--- src/rtl/job_sched_pkg.sv ---
package job_sched_pkg;

   typedef enum logic [0:0] {
      ST_IDLE = 1'b0,
      ST_LOAD = 1'b1
   } sched_state_e;

   function automatic int unsigned wrap_inc(input int unsigned val, input int unsigned limit);
      return (val + 1 >= limit) ? 0 : val + 1;
   endfunction

endpackage

--- src/rtl/sched_rr_pick.sv ---
module sched_rr_pick #(
   parameter int N = 12,
   localparam int W = $clog2(N)
) (
   input  logic [N-1:0] req,
   input  logic [W-1:0] ptr,
   output logic         gnt_v,
   output logic [W-1:0] gnt_idx
);

   always_comb begin
      gnt_v   = 1'b0;
      gnt_idx = '0;
      for (int k = 0; k < N; k++) begin
         logic [W:0] cand;
         cand = {1'b0, ptr} + (W+1)'(k);
         if (cand >= (W+1)'(N)) cand = cand - (W+1)'(N);
         if (!gnt_v && req[cand]) begin
            gnt_v   = 1'b1;
            gnt_idx = cand[W-1:0];
         end
      end
   end

endmodule

--- src/rtl/sched_key_tags.sv ---
module sched_key_tags #(
   parameter int NUM_ENG  = 12,
   parameter int NUM_SLOT = 8,
   parameter int KEY_W    = 8,
   localparam int ENG_W  = $clog2(NUM_ENG),
   localparam int SLOT_W = $clog2(NUM_SLOT)
) (
   input  logic               clk,
   input  logic               rst_n,
   input  logic [KEY_W-1:0]   lookup_key,
   input  logic [ENG_W-1:0]   sel_eng,
   output logic [NUM_ENG-1:0] hit_vec,
   output logic [SLOT_W-1:0]  sel_hit_slot,
   output logic [SLOT_W-1:0]  sel_victim,
   input  logic               wr_en,
   input  logic [ENG_W-1:0]   wr_eng,
   input  logic [KEY_W-1:0]   wr_key
);

   logic [NUM_SLOT-1:0] vld_q  [NUM_ENG];
   logic [KEY_W-1:0]    tag_q  [NUM_ENG][NUM_SLOT];
   logic [SLOT_W-1:0]   repl_q [NUM_ENG];
   logic [NUM_SLOT-1:0] match  [NUM_ENG];
   logic [SLOT_W-1:0]   first_hit [NUM_ENG];

   for (genvar e = 0; e < NUM_ENG; e++) begin : g_eng
      always_ff @(posedge clk) begin
         if (!rst_n) begin
            vld_q[e]  <= '0;
            repl_q[e] <= '0;
            for (int s = 0; s < NUM_SLOT; s++) tag_q[e][s] <= '0;
         end else if (wr_en && wr_eng == ENG_W'(e)) begin
            vld_q[e][repl_q[e]] <= 1'b1;
            tag_q[e][repl_q[e]] <= wr_key;
            repl_q[e] <= SLOT_W'(job_sched_pkg::wrap_inc(int'(repl_q[e]), NUM_SLOT));
         end
      end

      for (genvar s = 0; s < NUM_SLOT; s++) begin : g_slot
         assign match[e][s] = vld_q[e][s] && (tag_q[e][s] == lookup_key);
      end

      assign hit_vec[e] = |match[e];

      always_comb begin
         first_hit[e] = '0;
         for (int s = NUM_SLOT - 1; s >= 0; s--) begin
            if (match[e][s]) first_hit[e] = SLOT_W'(s);
         end
      end
   end

   assign sel_hit_slot = first_hit[sel_eng];
   assign sel_victim   = repl_q[sel_eng];

endmodule

--- src/rtl/sched_eng_state.sv ---
module sched_eng_state #(
   parameter int NUM_ENG = 12,
   parameter int FLOW_W  = 4,
   localparam int ENG_W = $clog2(NUM_ENG)
) (
   input  logic               clk,
   input  logic               rst_n,
   input  logic               set_en,
   input  logic [ENG_W-1:0]   set_eng,
   input  logic [FLOW_W-1:0]  set_flow,
   input  logic [NUM_ENG-1:0] done,
   output logic [NUM_ENG-1:0] busy,
   output logic [FLOW_W-1:0]  flow [NUM_ENG]
);

   for (genvar e = 0; e < NUM_ENG; e++) begin : g_eng
      logic hit_set;
      assign hit_set = set_en && (set_eng == ENG_W'(e));
      always_ff @(posedge clk) begin
         if (!rst_n) begin
            busy[e] <= 1'b0;
            flow[e] <= '0;
         end else begin
            busy[e] <= (busy[e] && !done[e]) || hit_set;
            if (hit_set) flow[e] <= set_flow;
         end
      end
   end

endmodule

--- src/rtl/job_row_sched.sv ---
module job_row_sched
   import job_sched_pkg::*;
#(
   parameter int NUM_ENG    = 12,
   parameter int NUM_SLOT   = 8,
   parameter int KEY_W      = 8,
   parameter int FLOW_W     = 4,
   parameter int NBLK_W     = 5,
   parameter int KS_WORDS   = 11,
   parameter int DATA_W     = 128,
   parameter bit PREFER_HIT = 1'b1,
   localparam int ENG_W  = $clog2(NUM_ENG),
   localparam int SLOT_W = $clog2(NUM_SLOT),
   localparam int WORD_W = $clog2(KS_WORDS)
) (
   input  logic               clk,
   input  logic               rst_n,
   input  logic               job_valid,
   output logic               job_ready,
   input  logic [FLOW_W-1:0]  job_flow,
   input  logic [KEY_W-1:0]   job_key,
   input  logic [NBLK_W-1:0]  job_nblk,
   output logic               ks_req,
   output logic [KEY_W-1:0]   ks_req_key,
   input  logic               ks_valid,
   input  logic               ks_last,
   input  logic [DATA_W-1:0]  ks_data,
   output logic               ksw_en,
   output logic [ENG_W-1:0]   ksw_eng,
   output logic [SLOT_W-1:0]  ksw_slot,
   output logic [WORD_W-1:0]  ksw_word,
   output logic [DATA_W-1:0]  ksw_data,
   output logic               iss_valid,
   output logic [ENG_W-1:0]   iss_eng,
   output logic [SLOT_W-1:0]  iss_slot,
   output logic [FLOW_W-1:0]  iss_flow,
   output logic [NBLK_W-1:0]  iss_nblk,
   input  logic [NUM_ENG-1:0] eng_done,
   output logic [NUM_ENG-1:0] eng_busy
);

   if (NUM_ENG < 2) begin : g_chk_eng
      $error("job_row_sched: NUM_ENG must be at least 2");
   end
   if (NUM_SLOT < 2) begin : g_chk_slot
      $error("job_row_sched: NUM_SLOT must be at least 2");
   end
   if (KS_WORDS < 2) begin : g_chk_words
      $error("job_row_sched: KS_WORDS must be at least 2");
   end
   if (NBLK_W < 1 || KEY_W < 1 || FLOW_W < 1) begin : g_chk_w
      $error("job_row_sched: field widths must be positive");
   end

   sched_state_e       state_q;
   logic [ENG_W-1:0]   rr_q;
   logic [ENG_W-1:0]   lat_eng_q;
   logic [SLOT_W-1:0]  lat_slot_q;
   logic [KEY_W-1:0]   lat_key_q;
   logic [FLOW_W-1:0]  lat_flow_q;
   logic [NBLK_W-1:0]  lat_nblk_q;
   logic [WORD_W-1:0]  word_q;

   logic [NUM_ENG-1:0] idle;
   logic [NUM_ENG-1:0] hit_vec;
   logic [NUM_ENG-1:0] hit_idle;
   logic [NUM_ENG-1:0] same_flow;
   logic [FLOW_W-1:0]  eng_flow [NUM_ENG];

   logic               hit_gnt_v, any_gnt_v;
   logic [ENG_W-1:0]   hit_gnt_idx, any_gnt_idx;
   logic [ENG_W-1:0]   pick_eng;
   logic               use_hit;
   logic [SLOT_W-1:0]  sel_hit_slot, sel_victim;

   logic               flow_blocked;
   logic               accept;
   logic               load_end;
   logic               issue_now;
   logic [ENG_W-1:0]   set_eng;
   logic [FLOW_W-1:0]  set_flow;

   assign idle     = ~eng_busy;
   assign hit_idle = hit_vec & idle;

   for (genvar e = 0; e < NUM_ENG; e++) begin : g_flow_cmp
      assign same_flow[e] = eng_busy[e] && (eng_flow[e] == job_flow);
   end
   assign flow_blocked = |same_flow;

   sched_rr_pick #(.N(NUM_ENG)) u_pick_hit (
      .req     (hit_idle),
      .ptr     (rr_q),
      .gnt_v   (hit_gnt_v),
      .gnt_idx (hit_gnt_idx)
   );

   sched_rr_pick #(.N(NUM_ENG)) u_pick_any (
      .req     (idle),
      .ptr     (rr_q),
      .gnt_v   (any_gnt_v),
      .gnt_idx (any_gnt_idx)
   );

   if (PREFER_HIT) begin : g_hit_first
      assign pick_eng = hit_gnt_v ? hit_gnt_idx : any_gnt_idx;
      assign use_hit  = hit_gnt_v;
   end else begin : g_plain_rr
      assign pick_eng = any_gnt_idx;
      assign use_hit  = hit_vec[any_gnt_idx];
   end

   sched_key_tags #(
      .NUM_ENG  (NUM_ENG),
      .NUM_SLOT (NUM_SLOT),
      .KEY_W    (KEY_W)
   ) u_tags (
      .clk          (clk),
      .rst_n        (rst_n),
      .lookup_key   (job_key),
      .sel_eng      (pick_eng),
      .hit_vec      (hit_vec),
      .sel_hit_slot (sel_hit_slot),
      .sel_victim   (sel_victim),
      .wr_en        (load_end),
      .wr_eng       (lat_eng_q),
      .wr_key       (lat_key_q)
   );

   assign job_ready = (state_q == ST_IDLE) && any_gnt_v && !flow_blocked;
   assign accept    = job_valid && job_ready;
   assign load_end  = (state_q == ST_LOAD) && ks_valid && ks_last;
   assign issue_now = (accept && use_hit) || load_end;
   assign set_eng   = load_end ? lat_eng_q  : pick_eng;
   assign set_flow  = load_end ? lat_flow_q : job_flow;

   sched_eng_state #(
      .NUM_ENG (NUM_ENG),
      .FLOW_W  (FLOW_W)
   ) u_eng (
      .clk      (clk),
      .rst_n    (rst_n),
      .set_en   (issue_now),
      .set_eng  (set_eng),
      .set_flow (set_flow),
      .done     (eng_done),
      .busy     (eng_busy),
      .flow     (eng_flow)
   );

   assign ks_req     = (state_q == ST_LOAD);
   assign ks_req_key = lat_key_q;
   assign ksw_en     = (state_q == ST_LOAD) && ks_valid;
   assign ksw_eng    = lat_eng_q;
   assign ksw_slot   = lat_slot_q;
   assign ksw_word   = word_q;
   assign ksw_data   = ks_data;

   always_ff @(posedge clk) begin
      if (!rst_n) begin
         state_q    <= ST_IDLE;
         rr_q       <= '0;
         lat_eng_q  <= '0;
         lat_slot_q <= '0;
         lat_key_q  <= '0;
         lat_flow_q <= '0;
         lat_nblk_q <= '0;
         word_q     <= '0;
         iss_valid  <= 1'b0;
         iss_eng    <= '0;
         iss_slot   <= '0;
         iss_flow   <= '0;
         iss_nblk   <= '0;
      end else begin
         iss_valid <= issue_now;
         if (issue_now) begin
            iss_eng  <= set_eng;
            iss_slot <= load_end ? lat_slot_q : sel_hit_slot;
            iss_flow <= set_flow;
            iss_nblk <= load_end ? lat_nblk_q : job_nblk;
         end
         if (accept) begin
            rr_q <= ENG_W'(wrap_inc(int'(pick_eng), NUM_ENG));
         end
         unique case (state_q)
            ST_IDLE: begin
               if (accept && !use_hit) begin
                  state_q    <= ST_LOAD;
                  lat_eng_q  <= pick_eng;
                  lat_slot_q <= sel_victim;
                  lat_key_q  <= job_key;
                  lat_flow_q <= job_flow;
                  lat_nblk_q <= job_nblk;
                  word_q     <= '0;
               end
            end
            ST_LOAD: begin
               if (ks_valid) begin
                  word_q <= word_q + 1'b1;
                  if (ks_last) state_q <= ST_IDLE;
               end
            end
            default: state_q <= ST_IDLE;
         endcase
      end
   end

endmodule

--- config.mk ---
export PLATFORM = sky130hd
export DESIGN_NAME = job_row_sched
export DESIGN_NICKNAME = d
export VERILOG_FILES = /design/src/rtl/job_sched_pkg.sv /design/src/rtl/sched_rr_pick.sv /design/src/rtl/sched_key_tags.sv /design/src/rtl/sched_eng_state.sv /design/src/rtl/job_row_sched.sv
export SDC_FILE = /design/constraint.sdc
export NUM_CORES = 2
export LEC_CHECK = 0
export BUFFER_PORTS_ARGS = -buffer_cell sky130_fd_sc_hd__buf_4
export CELL_PAD_IN_SITES_DETAIL_PLACEMENT = 1
export CELL_PAD_IN_SITES_GLOBAL_PLACEMENT = 1
export CORE_MARGIN = 2
export CORE_UTILIZATION = 35
export CTS_BUF_LIST = sky130_fd_sc_hd__clkbuf_8
export DETAILED_ROUTE_END_ITERATION = 10
export GPL_TIMING_DRIVEN = 0
export PLACE_DENSITY = 0.63
export SETUP_SLACK_MARGIN = 0.3
export SYNTH_ARGS = -nofsm -noshare
export SYNTH_HDL_FRONTEND = slang
export SYNTH_SLANG_ARGS = --single-unit
--- constraint.sdc ---
create_clock -name clk -period 13.63 [get_ports clk]
set_clock_uncertainty 0.1 [all_clocks]
set_input_delay 2.726 -clock clk [delete_from_list [all_inputs] [get_ports clk]]
set_output_delay 2.726 -clock clk [all_outputs]
set_load 0.01 [all_outputs]
# Word level (Yosys, flattened, before mapping)
# Memories as Yosys holds them, arrays and structs flattened. A register that Yosys moved wholly into a read port is not among the register bits.
# Index checks and enable logic that the tools add are counted.
[totals] regBits=107 latchBits=0 ramBits=900 mem_bits_ro=0 inputBits=162 out_inout_bits=179 word_cells=2667 mem_count=3
[mem_list] memory="u_tags.tag_q" depth=12 width=64 read_ports=12 rd_ports_with_merged_regs=0 write_ports=12 line_no="sched_key_tags.sv:21" text="logic [KEY_W-1:0] tag_q [NUM_ENG][NUM_SLOT];"
[mem_list] memory="u_tags.vld_q" depth=12 width=8 read_ports=12 rd_ports_with_merged_regs=0 write_ports=12 line_no="sched_key_tags.sv:20" text="logic [NUM_SLOT-1:0] vld_q [NUM_ENG];"
[mem_list] memory="u_tags.repl_q" depth=12 width=3 read_ports=13 rd_ports_with_merged_regs=1 write_ports=12 line_no="sched_key_tags.sv:22" text="logic [SLOT_W-1:0] repl_q [NUM_ENG];"
[op_classes] addsub=37 multipliers=0 n_div=0 n_lt_le_gt_ge=86 n_eq_ne=132 shifts=0 n_mux=1217 n_bitwise=892 n_reduce_logical=264
[op_table] op="$mux W1" count=964
[op_table] op="$or A1 B1 Y1" count=876
[op_table] op="$eq A8 B8 Y1" count=96
[op_table] op="$mux W64" count=12
[op_table] op="$mux W3" count=123
[op_table] op="$demux W8 S3" count=12
[op_table] op="$logic_and A1 B1 Y1" count=197
[op_table] op="$mux W8" count=24
[op_table] op="$mux W4" count=30
[op_table] op="$ge A4 B4 Y1 const B" count=25
[op_table] op="$bmux W1 S4" count=24
[op_table] op="$reduce_or A8 Y1" count=12
[op_table] op="$mux W5" count=13
[op_table] op="$ge A5 B4 Y1 const B" count=12
[op_table] op="$lt A5 B5 Y1 const B" count=12
[op_table] op="$sub A5 B4 Y5 const B" count=11
[op_table] op="$add A3 B1 Y4 const B" count=12
[op_table] op="$eq A4 B4 Y1" count=12
[op_table] op="$lt A3 B4 Y1 const B" count=12
[op_table] op="$lt A4 B1 Y1 const B" count=12
[op_table] op="$not A3 Y4" count=12
[op_table] op="$logic_not A1 Y1" count=37
[op_table] op="$demux W1 S3" count=12
[op_table] op="$ge A3 B1 Y1 const B" count=12
[op_table] op="other kinds (24)" count=64

# Logic depth before layout (Yosys ltp)
# An unclocked memory read counts as a cell.
[depth] depth_word=47 ltp_mapped=30 depth_no_buf=23

# Modules after synthesis
# Synthesis repeated with hierarchy kept, for this count alone.
[unflattened] cells_unflattened=5063 hier_area_um2=56909.6
[by_module_without_submodules] mod="sched_key_tags" instances=1 cells_per_inst=3696 area_per_inst_um2=45637.5 seq_area_each_um2=26945.8
[by_module_without_submodules] mod="sched_rr_pick" instances=2 cells_per_inst=331 area_per_inst_um2=2523.7 seq_area_each_um2=0.0
[by_module_without_submodules] mod="job_row_sched" instances=1 cells_per_inst=486 area_per_inst_um2=3971.3 seq_area_each_um2=1001.0
[by_module_without_submodules] mod="sched_eng_state" instances=1 cells_per_inst=219 area_per_inst_um2=2253.4 seq_area_each_um2=1201.2

# Least setup slack after synthesis
# Ideal clock, no wire load.
[synth_path] path_type="in2reg" startpoint="input job_key[4]" endpoint="register rr_q[3]" setup_time_ps=70 t_arrival_ps=7533 t_required_ps=13460 path_slack_ps=5926 path_stages=21 n_path_buf=4 path_cell_list="buf_4 buf_12 xnor2_1 nand4_1 nor3_1 or4_1 o31a_1 mux4_2 a22o_1 or3_1 o311ai_1 nor3_1 or4_4 nand2_4 inv_2 buf_2 buf_2 ha_1 a21boi_1 or4_1 a21oi_1"
[synth_between] elab_chain_cells=44 elab_cells_between_ends=279 classes_between="add/sub: 1; order compare: 1; eq/ne: 96; mux: 50; bitwise: 1; reduce/logical: 130"
[synth_lines] item="start: declaration" line_no="job_row_sched.sv:21" text="input logic [KEY_W-1:0] job_key,"
[synth_lines] item="$eq A8 B8 Y1" line_no="sched_key_tags.sv:40" text="assign match[e][s] = vld_q[e][s] && (tag_q[e][s] == lookup_key);"
[synth_lines] item="$logic_and A1 B1 Y1" line_no="sched_key_tags.sv:40"
[synth_lines] item="$reduce_or A8 Y1" line_no="sched_key_tags.sv:43" text="assign hit_vec[e] = |match[e];"
[synth_lines] item="$and A12 B12 Y12 *" line_no="job_row_sched.sv:84" text="assign hit_idle = hit_vec & idle;"
[synth_lines] item="$bmux W1 S4" line_no="sched_rr_pick.sv:18" text="if (!gnt_v && req[cand]) begin"
[synth_lines] item="$mux W1 (implied by the code)" line_no="sched_rr_pick.sv:18"
[synth_lines] item="$mux W1" line_no="sched_rr_pick.sv:18"
[synth_lines] item="$logic_not A1 Y1" line_no="sched_rr_pick.sv:18"
[synth_lines] item="(+29 left out)"
[synth_lines] item="$logic_not A1 Y1" line_no="sched_rr_pick.sv:18"
[synth_lines] item="$logic_and A1 B1 Y1" line_no="sched_rr_pick.sv:18"
[synth_lines] item="$mux W4 / $mux W1 (equally long branches)" line_no="sched_rr_pick.sv:18"
[synth_lines] item="$mux W4 *" line_no="job_row_sched.sv:106" text="assign pick_eng = hit_gnt_v ? hit_gnt_idx : any_gnt_idx;"
[synth_lines] item="net pick_eng[1]" line_no="job_row_sched.sv:72" text="logic [ENG_W-1:0] pick_eng;"
[synth_lines] item="$add A4 B1 Y5 *" line_no="job_sched_pkg.sv:9" text="return (val + 1 >= limit) ? 0 : val + 1;"
[synth_lines] item="$ge A5 B4 Y1" line_no="job_sched_pkg.sv:9"
[synth_lines] item="$mux W4 *" line_no="job_sched_pkg.sv:9"
[synth_lines] item="end signal: assignment" line_no="job_row_sched.sv:183" text="rr_q <= ENG_W'(wrap_inc(int'(pick_eng), NUM_ENG));"
[synth_lines] item="end: declaration" line_no="job_row_sched.sv:56" text="logic [ENG_W-1:0] rr_q;"
# Mark *: on every way through the listed nets, which the timed path passes. The rest lies on a longest branch. The select of a mux whose other input is x is not followed.
# A chain may end at the register's enable or synchronous reset.

# Final worst setup path
[layout_path] startpoint="input job_key[6]" endpoint="register iss_slot[0]"
[layout_between] elab_chain_cells=46 elab_cells_between_ends=379 classes_between="eq/ne: 96; mux: 149; bitwise: 2; reduce/logical: 132"
[layout_lines] item="$eq A8 B8 Y1" line_no="sched_key_tags.sv:40"
[layout_lines] item="$logic_and A1 B1 Y1" line_no="sched_key_tags.sv:40"
[layout_lines] item="$reduce_or A8 Y1" line_no="sched_key_tags.sv:43"
[layout_lines] item="$and A12 B12 Y12" line_no="job_row_sched.sv:84"
[layout_lines] item="$bmux W1 S4" line_no="sched_rr_pick.sv:18"
[layout_lines] item="$mux W1 (implied by the code)" line_no="sched_rr_pick.sv:18"
[layout_lines] item="$mux W1" line_no="sched_rr_pick.sv:18"
[layout_lines] item="$logic_not A1 Y1" line_no="sched_rr_pick.sv:18"
[layout_lines] item="(+29 left out)"
[layout_lines] item="$logic_not A1 Y1" line_no="sched_rr_pick.sv:18"
[layout_lines] item="$logic_and A1 B1 Y1" line_no="sched_rr_pick.sv:18"
[layout_lines] item="$mux W4 / $mux W1 (equally long branches)" line_no="sched_rr_pick.sv:18"
[layout_lines] item="$mux W4" line_no="job_row_sched.sv:106"
[layout_lines] item="$not A4 Y5 (implied by the code)" line_no="sched_key_tags.sv:53" text="assign sel_hit_slot = first_hit[sel_eng];"
[layout_lines] item="$bmux W3 S4" line_no="sched_key_tags.sv:53"
[layout_lines] item="$mux W3 (implied by the code) (2 in series)" line_no="sched_key_tags.sv:53"
[layout_lines] item="$mux W3" line_no="job_row_sched.sv:178" text="iss_slot <= load_end ? lat_slot_q : sel_hit_slot;"
[layout_lines] item="end signal: assignment" line_no="job_row_sched.sv:178"
[layout_lines] item="end: declaration" line_no="job_row_sched.sv:35" text="output logic [SLOT_W-1:0] iss_slot,"
# Parallel ways exist; a longest one is shown, timed or not. The select of a mux whose other input is x is not followed.

==> impl_metrics.py <==
metrics = {
    "status": {
        "violations": "max-capacitance violations, max-slew violations",
        "status": "finished with violations",
    },
    "finish": {
        "layout.nets": 5482,
        "drive_above_1_share_pct": 14.2,
        "fillers": 17340,
        "area_growth_syn_to_layout_pct": 13.1,
    },
    "synth": {
        "synth_cell_types": 116,
        "synth_top_area_share_pct": 48.3,
        "ys_seq_area_share_pct": 52.6,
        "avgSynthCellArea_um2": 11.3,
        "synth_edf_count": 892,
        "synth_top_area_cell": "edfxtp_1",
        "syn_area_um2": 55500,
        "synthFlopType": "edfxtp_1",
        "ys_async_sr_fraction_pct": 0,
        "ys_seq_elements": 1010,
        "synth_area_leaders": "edfxtp_1, xnor2_1, and2_1",
        "syn_inst": 4902,
        "syn-num-nets": 5101,
        "synth_warnings": 0,
    },
    "drt": {
        "postRouteAntennaNets": 0,
        "wl_per_cell_um": 28.1,
        "wl_um": 211000,
        "drcViolationCount": 0,
        "first_pass_iters": 5,
        "drt_iter0_markers": 3802,
        "vias": 40517,
        "vias_per_cell": 5.40,
    },
    "placement": {
        "dp_worst_setup_slack_ns": 3.43,
        "port_buffers": 199,
        "routabilityCongestion": 0.913,
        "dp_hpwl_um": 150000,
    },
    "sta": {
        "setup_tns_ns": 0,
        "period_minus_slack_ns": 9.63,
        "max_freq_ghz": 0.104,
        "relSlewSlack_pct": -2.29,
        "whs_ns": 0.356,
        "fin_crit_sh_pct": 70.6,
        "timing.final.ws_setup_ns": 4.00,
        "slew_violations": 11,
        "tightestPinTransition_ns": 1.53,
        "rsz0062_at_grt": "false",
        "final_hold_viol_count": 0,
        "setup_viol": 0,
    },
    "floorplanning": {
        "initial_utilization_pct": 35.1,
        "num_io_pins": 341,
        "die_y_um": 402,
        "core_um2": 158000,
        "dieArea_um2": 162000,
        "num_rows": 146,
        "fp.dieW_um": 402,
    },
    "cts": {
        "clk_pin_slew_ns": 0.06,
        "cts_sinks": 1010,
        "ctsLongestPathBuffers": 3,
        "root_buffer": "clkbuf_8",
        "cts_made_buffers": 176,
        "ctsHoldBuffers": 0,
        "cts_resized": 0,
        "ctsHtreeMaxLevel": 4,
        "cts_setup_buffers": 0,
        "cts_tree": "built",
        "clk_latency_ns": 0.93,
    },
    "setup_path": {
        "max_stage_delay_ns": 1.03,
        "cp.arrival_ns": 10.38,
        "cp_max_fo": 10,
        "cp_num_buf_inv": 6,
        "cp_top_family": "compound AO/OA/AOI/OAI gates",
        "timing.rr.start": "rr_q[1]",
        "r2r_slack_ns": 4.52,
        "worstPathRequired_ns": 14.38,
        "r2r_end": "iss_slot[0]",
        "path_cells": "buf_4, buf_6, buf_6, buf_4, xnor2_1, nand3_1, o31ai_1, o31a_1, a211oi_1, a2111oi_1, or3_1, buf_2, o21a_1, a211oi_2, o22ai_4, nor2_2, clkbuf_1, o311ai_0, o211ai_1, a31oi_1",
        "worstRegToRegCells": 26,
        "setup.worst_path.end_class": "register",
        "crit_type": "in2reg",
        "cpMaxStageDelayCell": "o31ai_1",
        "start_kind": "primary input",
    },
    "hold_path": {
        "hp-start": "u_tags.vld_q[8][1]",
        "hold_path_class": "reg2reg",
        "min_to": "u_tags.vld_q[8][1]",
        "hold_path_depth": 1,
    },
    "global_routing": {
        "grt_pass1_vias": 40533,
        "grt_overflow_total": 0,
        "grt_pass1_wl_um": 296000,
        "track_usage_pct": 25.5,
        "antenna_found_initial": 19,
        "grt_max_degree": 17,
    },
    "pwr": {
        "power_density_nw_per_um2": 164,
        "vdd_drop_max_mv": 0.140,
        "report.power.total_w": 0.0103,
        "p_leak_nw": 22.9,
    },
    "run": {
        "maxCapViolCount": 1,
    },
}
area by class of cell:
type | count | area, um2 | area share, %
well taps | 2072 | 2590 | 4.13
multi-input cells | 3416 | 23400 | 37.3
flip-flops and latches | 1010 | 29100 | 46.5
diodes | 8 | 20.0 | 0.0319
clock inverters | 133 | 638 | 1.02
repair buffers | 203 | 1520 | 2.42
clock buffers | 182 | 2500 | 3.99
plain buffers | 412 | 2660 | 4.23
inverters | 64 | 240 | 0.383
cell usage in the layout (no fill, tap or decap), types with 37 or more instances in the layout:
master,n
nor3_1,176
buf_4,372
clkinv_1,37
nand4_1,109
edfxtp_1,892
buf_6,45
xnor2_1,622
nand2b_1,59
ha_1,37
nand2_1,280
nor2_1,227
nor4_1,39
o21ai_0,138
a21oi_1,76
mux2i_1,80
nand3_1,137
clkbuf_1,154
inv_1,123
and2_1,782
dfxtp_1,118
clkbuf_8,182
xor2_1,209
report_power, final:
group | switching (W) | internal (W) | leakage [nW]
Clock | 0.00135 | 0.00127 | 1.83
Combinational | 0.00281 | 0.00111 | 11.0
Sequential | 0.000176 | 0.00354 | 10.2
synthesized netlist by cell type, drive strengths merged, types with 25 or more instances:
cell type / instances
edfxtp: 892
and2: 782
xnor2: 623
nand2: 285
buf: 252
nor2: 229
xor2: 210
nor3: 180
clkbuf: 155
o21ai: 149
nand3: 138
dfxtp: 118
nand4: 109
mux2i: 80
a21oi: 79
inv: 63
nand2b: 59
nor4: 45
ha: 37
a211oi: 33
mux4: 26
or3: 25
per-stage QoR:
| step | instances | utilization (%) | area, um2 |
|---|---|---|---|
| 4_1_cts | 7488 | 39.7 | 62700 |
| 5_1_grt | 7493 | 39.7 | 62700 |
| 3_5_place_dp | 7173 | 37.7 | 59600 |
| 3_3_place_gp | 7173 | 37.7 | 59500 |
| 2_1_floorplan | 4902 | - | 55500 |
| 6_report | 7500 | 39.8 | 62700 |
sequential cells by signal, summed over array words and instances (netlist names):
name	cells
u_eng.flow	48
u_tags.vld_q	96
iss_slot	3
iss_eng	4
rr_q	4
ksw_word	4
lat_nblk_q	5
u_tags.tag_q	768
iss_nblk	5
ks_req	1
ksw_eng	4
ksw_slot	3
ks_req_key	8
iss_valid	1
iss_flow	4
u_tags.repl_q	36
u_eng.busy	12
lat_flow_q	4
how the worst max path moves through the flow:
| stage | cells past startpoint | end | slack [ns] | from |
|---|---|---|---|---|
| after floorplan | 21 | rr_q[3] | 5.93 | job_key[4] |
| after global placement | 22 | rr_q[3] | 3.52 | job_key[0] |
| after detailed placement | 20 | iss_slot[0] | 3.43 | job_key[0] |
| after CTS | 20 | job_ready | 4.08 | rr_q[0] |
| after global routing | 20 | job_ready | 3.78 | rr_q[0] |
| final | 20 | iss_slot[0] | 4.00 | job_key[6] |
logic make-up after synthesis:
logic type,share of synthesized area (%)
flip-flops,52.6
AND/OR/NAND/NOR,19.2
adder cells (fa/ha/maj),0.835
multiplexers,2.74
AO/OA/AOI/OAI,6.24
buffers and inverters,5.22
XOR/XNOR,13.2
per-layer routing:
metal / routed length, um / track usage (%) / up-vias / share of wire [%]
met1: 87300 / 33.1 / 20739 / 41
met4: 7880 / 9.64 / 4 / 3.7
met3: 14900 / 4.29 / 369 / 7.0
met2: 101000 / 42.7 / 1534 / 48
li1: - / - / 17871 / -
met5: 25 / 0 / - / 0.012
No activity file was read; power rests on OpenSTA's default activity.
